--- config.mk ---
export PLATFORM = sky130hd
export DESIGN_NAME = scdiv_top
export DESIGN_NICKNAME = d
export VERILOG_FILES = /design/src/rtl/scdiv_pkg.sv /design/src/rtl/scdiv_recip_rom.sv /design/src/rtl/scdiv_est_stage.sv /design/src/rtl/scdiv_fix_stage.sv /design/src/rtl/scdiv_top.sv
export SDC_FILE = /design/constraint.sdc
export NUM_CORES = 1
export LEC_CHECK = 0
export ABC_AREA = 1
export ABC_CLOCK_PERIOD_IN_PS = 19500
export BUFFER_PORTS_ARGS = -buffer_cell sky130_fd_sc_hd__buf_2
export CAP_MARGIN = 30
export CORE_MARGIN = 2
export CORE_UTILIZATION = 39
export DETAILED_ROUTE_END_ITERATION = 7
export SLEW_MARGIN = 20
export SYNTH_ARGS = -nofsm -noshare
export SYNTH_HDL_FRONTEND = slang
export SYNTH_HIERARCHICAL = 1
export SYNTH_SLANG_ARGS = --single-unit
export TNS_END_PERCENT = 50
--- constraint.sdc ---
create_clock -name clk -period 19.5 [get_ports clk]
set_input_delay 5.85 -clock clk [delete_from_list [all_inputs] [get_ports clk]]
set_output_delay 5.85 -clock clk [all_outputs]
set_load 0.005 [all_outputs]
--- src/rtl/scdiv_pkg.sv ---
package scdiv_pkg;

  // Divisor value behind each select code.
  function automatic int divisor_of(input int code);
    case (code)
      0:       return 1;
      1:       return 3;
      2:       return 6;
      3:       return 10;
      default: return 1;
    endcase
  endfunction

  // Scaled reciprocal floor(2^sh / b).
  function automatic longint recip_of(input int b, input int sh);
    return (longint'(1) << sh) / longint'(b);
  endfunction

endpackage

--- src/rtl/scdiv_recip_rom.sv ---
module scdiv_recip_rom #(
  parameter int SEL_W = 2,
  parameter int DIV_W = 4,
  parameter int SHIFT = 17,
  parameter int K_W   = SHIFT + 1
) (
  input  logic [SEL_W-1:0] sel,
  output logic [DIV_W-1:0] divisor,
  output logic [K_W-1:0]   recip
);
  localparam int N_ENT = 1 << SEL_W;

  logic [DIV_W-1:0] div_tab [N_ENT];
  logic [K_W-1:0]   k_tab   [N_ENT];

  for (genvar i = 0; i < N_ENT; i++) begin : g_ent
    assign div_tab[i] = DIV_W'(scdiv_pkg::divisor_of(i));
    assign k_tab[i]   = K_W'(scdiv_pkg::recip_of(scdiv_pkg::divisor_of(i), SHIFT));
  end

  assign divisor = div_tab[sel];
  assign recip   = k_tab[sel];
endmodule

--- src/rtl/scdiv_est_stage.sv ---
module scdiv_est_stage #(
  parameter int NUM_W  = 15,
  parameter int DIV_W  = 4,
  parameter int SHIFT  = 17,
  parameter int K_W    = SHIFT + 1,
  parameter int PROD_W = 32
) (
  input  logic             clk,
  input  logic             rst,
  input  logic             v_in,
  input  logic [NUM_W-1:0] num_in,
  input  logic [DIV_W-1:0] div_in,
  input  logic [K_W-1:0]   k_in,
  output logic             v_q,
  output logic [NUM_W-1:0] num_q,
  output logic [DIV_W-1:0] div_q,
  output logic [NUM_W-1:0] est_q
);
  logic [PROD_W-1:0] prod;
  logic [NUM_W-1:0]  est;

  always_comb begin
    prod = PROD_W'(num_in) * PROD_W'(k_in);
    est  = NUM_W'(prod >> SHIFT);
  end

  always_ff @(posedge clk) begin
    if (rst) begin
      v_q   <= 1'b0;
      num_q <= '0;
      div_q <= '0;
      est_q <= '0;
    end else begin
      v_q <= v_in;
      if (v_in) begin
        num_q <= num_in;
        div_q <= div_in;
        est_q <= est;
      end
    end
  end
endmodule

--- src/rtl/scdiv_fix_stage.sv ---
module scdiv_fix_stage #(
  parameter int NUM_W = 15,
  parameter int DIV_W = 4,
  parameter int CHK_W = NUM_W + DIV_W + 1
) (
  input  logic             clk,
  input  logic             rst,
  input  logic             v_in,
  input  logic [NUM_W-1:0] num_in,
  input  logic [DIV_W-1:0] div_in,
  input  logic [NUM_W-1:0] est_in,
  output logic             v_q,
  output logic [NUM_W-1:0] quo_q,
  output logic [DIV_W-1:0] rem_q
);
  logic [CHK_W-1:0] next_mult;
  logic             bump;
  logic [NUM_W-1:0] quo;
  logic [CHK_W-1:0] rem_w;

  always_comb begin
    next_mult = CHK_W'(div_in) * (CHK_W'(est_in) + CHK_W'(1));
    bump      = (next_mult <= CHK_W'(num_in));
    quo       = est_in + NUM_W'(bump);
    rem_w     = CHK_W'(num_in) - CHK_W'(div_in) * CHK_W'(quo);
  end

  always_ff @(posedge clk) begin
    if (rst) begin
      v_q   <= 1'b0;
      quo_q <= '0;
      rem_q <= '0;
    end else begin
      v_q <= v_in;
      if (v_in) begin
        quo_q <= quo;
        rem_q <= DIV_W'(rem_w);
      end
    end
  end
endmodule

--- src/rtl/scdiv_top.sv ---
module scdiv_top #(
  parameter int NUM_W  = 15,
  parameter int SEL_W  = 2,
  parameter int DIV_W  = 4,
  parameter int SHIFT  = 17,
  parameter int PROD_W = 32
) (
  input  logic             clk,
  input  logic             rst,
  input  logic             in_valid,
  input  logic [NUM_W-1:0] in_num,
  input  logic [SEL_W-1:0] in_sel,
  output logic             out_valid,
  output logic [NUM_W-1:0] out_quo,
  output logic [DIV_W-1:0] out_rem
);
  localparam int K_W   = SHIFT + 1;
  localparam int CHK_W = NUM_W + DIV_W + 1;

  logic [DIV_W-1:0] rom_div;
  logic [K_W-1:0]   rom_k;
  logic             s1_v;
  logic [NUM_W-1:0] s1_num;
  logic [DIV_W-1:0] s1_div;
  logic [NUM_W-1:0] s1_est;

  scdiv_recip_rom #(
    .SEL_W(SEL_W), .DIV_W(DIV_W), .SHIFT(SHIFT), .K_W(K_W)
  ) u_rom (
    .sel(in_sel), .divisor(rom_div), .recip(rom_k)
  );

  scdiv_est_stage #(
    .NUM_W(NUM_W), .DIV_W(DIV_W), .SHIFT(SHIFT), .K_W(K_W), .PROD_W(PROD_W)
  ) u_est (
    .clk(clk), .rst(rst), .v_in(in_valid), .num_in(in_num),
    .div_in(rom_div), .k_in(rom_k),
    .v_q(s1_v), .num_q(s1_num), .div_q(s1_div), .est_q(s1_est)
  );

  scdiv_fix_stage #(
    .NUM_W(NUM_W), .DIV_W(DIV_W), .CHK_W(CHK_W)
  ) u_fix (
    .clk(clk), .rst(rst), .v_in(s1_v), .num_in(s1_num),
    .div_in(s1_div), .est_in(s1_est),
    .v_q(out_valid), .quo_q(out_quo), .rem_q(out_rem)
  );
endmodule

==> results.toml <==
[detailed_routing]
vias = 12500
avgViaCountPerCell = 4.76
drt_first_pass_iters = 5
routedWlPerCell_microns = 14.2
drt_first_iter_violations = 776
drc_errors = 0
routed_wl_microns = 37400
drtAntennaViolNets = 0

[critical_path]
arrival_ns = 12.21
required_ns = 19.72
path_max_fanout = 61
end_kind = "flop"
cp-start-kind = "input pin"
timing_worst_setup_path_type = "input pin to flop"

[placement]
gp_congestion = 0.918
dpl_cell_area_sq_um = 15300
hpwl_microns = 29700
numPortBuffers = 39
dp_cells = 2623

[sta]
fmax_mhz = 83.4
slew_violations = 0
final_hold_viol_count = 0
fin_skew_ns = 0.0103
fin_crit_sh_pct = 61.5
rsz0062_at_grt = "no"
setup_tns_ns = 0
fin_hold_ws_ns = 0.503
setup_violations = 0
worstMarginPinSlew_ns = 0.850
finalCriticalPeriod_ns = 11.99
slew_headroom_pct = 43.3

[clock_network]
postCtsHoldBufs = 0
clock_path_buffers = 2
cts_resized = 0
insertion_delay_ns = 0.31
cts_root_buffer = "clkbuf_16"
post_cts_buffers = 0
cts-htree-levels = 2
cts_tree = "built"
cts_sinks = 55
path_clk_slew_ns = 0.08
cts_made_buffers = 5

[cells_and_area]
fin_nets = 2513
drive_gt1_share_pct = 4.15
synthToLayoutAreaGrowth_pct = 4.39
fin_area_sq_um = 15500
layout.cells.non_filler = 2631
final_common_cell = "inv_1"
final_cell_mix = "inv_1, nand2_1, fa_1, nor2_1, ha_1"
n_antenna_cell = 0
nFillCells = 4032

[floorplanning]
rows = 71
io_pins = 40
chipWidth_microns = 199
die_area_sq_um = 39500
coreArea_sq_um = 37500
start_util_pct = 39.5
die_y_microns = 199

[global_routing]
grt_pass1_vias = 13000
antenna_found_initial = 0
grt_max_degree = 62
grt_use_total_pct = 20.1
grt_pass1_wl_microns = 63900
grt_overflow = 0

[yosys]
syn_nets = 2547
yosysWarnings = 6
synth_area_per_cell_sq_um = 6.88
syn-cell-area_sq_um = 14800
ys_ff_latch = 55
synth_cell_types = 46
netlist_instances = 2153
synth.yosys.seq_area_share_pct = 7.44

[run]
maxCapViolations = 0

[power]
leakagePower_uw = 0.00945
power.internal_uw = 800
switchingPower_uw = 1200
power_density_nw_per_um2 = 130
peakVddDrop_v = 0.000108
p_comb_share_pct = 87.2
sequentialPowerShare_pct = 7.9
pwr-share-clk_pct = 4.9
swShare_pct = 60.0

[hold_path]
hp-class = "flop to flop"

[run_status]
status = "finished clean"
-- power by group through the flow --
stage / clock network, uW / registers, uW / logic [uW]
2_1_floorplan: 0 / 150 / 1310
3_3_place_gp: 0 / 159 / 1730
3_5_place_dp: 0 / 160 / 1740
4_1_cts: 103 / 158 / 1760
5_1_grt: 107 / 160 / 2030
6_report: 99.0 / 157 / 1750
-- synth_stat cells (all sizes together) --
cell type	n	share of area [%]
xnor2	11	0.70
clkbuf	61	1.6
and3	1	0.042
nor3b	1	0.085
o21a	1	0.051
nor2	209	5.4
a31oi	2	0.085
and2	2	0.085
buf	25	1.2
a21oi	59	2.1
nand3b	7	0.35
nor4	2	0.085
a21boi	1	0.051
conb	1	0.025
nand2	567	15
or2	5	0.21
a21o	4	0.21
nand4	7	0.30
o21ai	64	2.2
nor2b	1	0.042
xor2	34	2.0
nor3	12	0.55
dfxtp	55	7.4
o21bai	7	0.35
inv	586	15
o221ai	3	0.18
fa	235	32
nand3	51	1.8
ha	139	12
-- worst paths after layout --
kind | start | end | cells past startpoint | slack (ns)
worst max-delay path | in_sel[1] | u_est/est_q[8] | 24 | 7.51
worst min-delay path | u_est/num_q[11] | u_est/num_q[11] | 2 | 0.50
worst min register to register | u_est/num_q[11] | u_est/num_q[11] | 2 | 0.50
worst max register to register | u_est/est_q[1] | u_fix/rem_q[3] | 44 | 11.09
-- through the flow --
step	utilization (%)	power [uW]	setup WS, ns
after floorplan	-	1460	8.27
after global placement	40.8	1890	7.04
after detailed placement	40.8	1900	7.14
after CTS	41.2	2020	7.50
after global routing	41.2	2300	7.13
final	41.2	2000	7.51
-- cell families (layout without fill, tap and decap cells) --
kind of cell | after synthesis | in the layout | synth area share, %
AO/OA/AOI/OAI | 141 | 141 | 5.19
XOR/XNOR | 45 | 45 | 2.71
buffers and inverters | 672 | 639 | 17.6
other | 1 | 1 | 0.0253
adder cells (fa/ha/maj) | 374 | 374 | 43.5
flip-flops | 55 | 55 | 7.44
AND/OR/NAND/NOR | 865 | 865 | 23.5
-- state kept, by name (all words and copies together) (netlist names) --
name	count
u_est/div_q	4
u_est/est_q	15
u_est/num_q	15
u_est/v_q	1
u_fix/quo_q	15
u_fix/rem_q	4
u_fix/v_q	1
-- layer usage --
| metal | vias to the layer above | wire length [microns] | global-route usage [%] |
|---|---|---|---|
| met5 | - | 0 | 0 |
| met4 | 0 | 528 | 3.92 |
| met3 | 42 | 1560 | 1.61 |
| met2 | 250 | 17500 | 34.2 |
| met1 | 6109 | 17800 | 28.1 |
| li1 | 6115 | - | - |
-- cell type report --
cell class	count	area, sq um	share of cell area, %
Clock buffer	5	125	0.810
Clock inverter	3	31.3	0.202
Inverter	586	2200	14.2
Multi-Input combinational cell	1426	11100	71.9
Sequential cell	55	1100	7.12
Tap cell	511	639	4.14
Timing Repair Buffer	45	240	1.55
-- worst max-delay path, stage by stage --
cell and delay [ns]:
buf_2 0.51, inv_2 0.13, nor2_4 0.10, buf_4 0.55, nand2_1 0.17, fa_1 0.56
inv_1 0.05, fa_1 0.49, fa_1 0.53, fa_1 0.44, fa_1 0.54, inv_1 0.05
fa_1 0.53, inv_1 0.04, ha_1 0.38, nand2_1 0.14, nor2_1 0.16, inv_1 0.10
nor3_1 0.25, nand3_1 0.18, nand4_1 0.11, nand3_1 0.12, nand2_1 0.09, inv_1 0.03
Power figures use the tool's default switching activity.
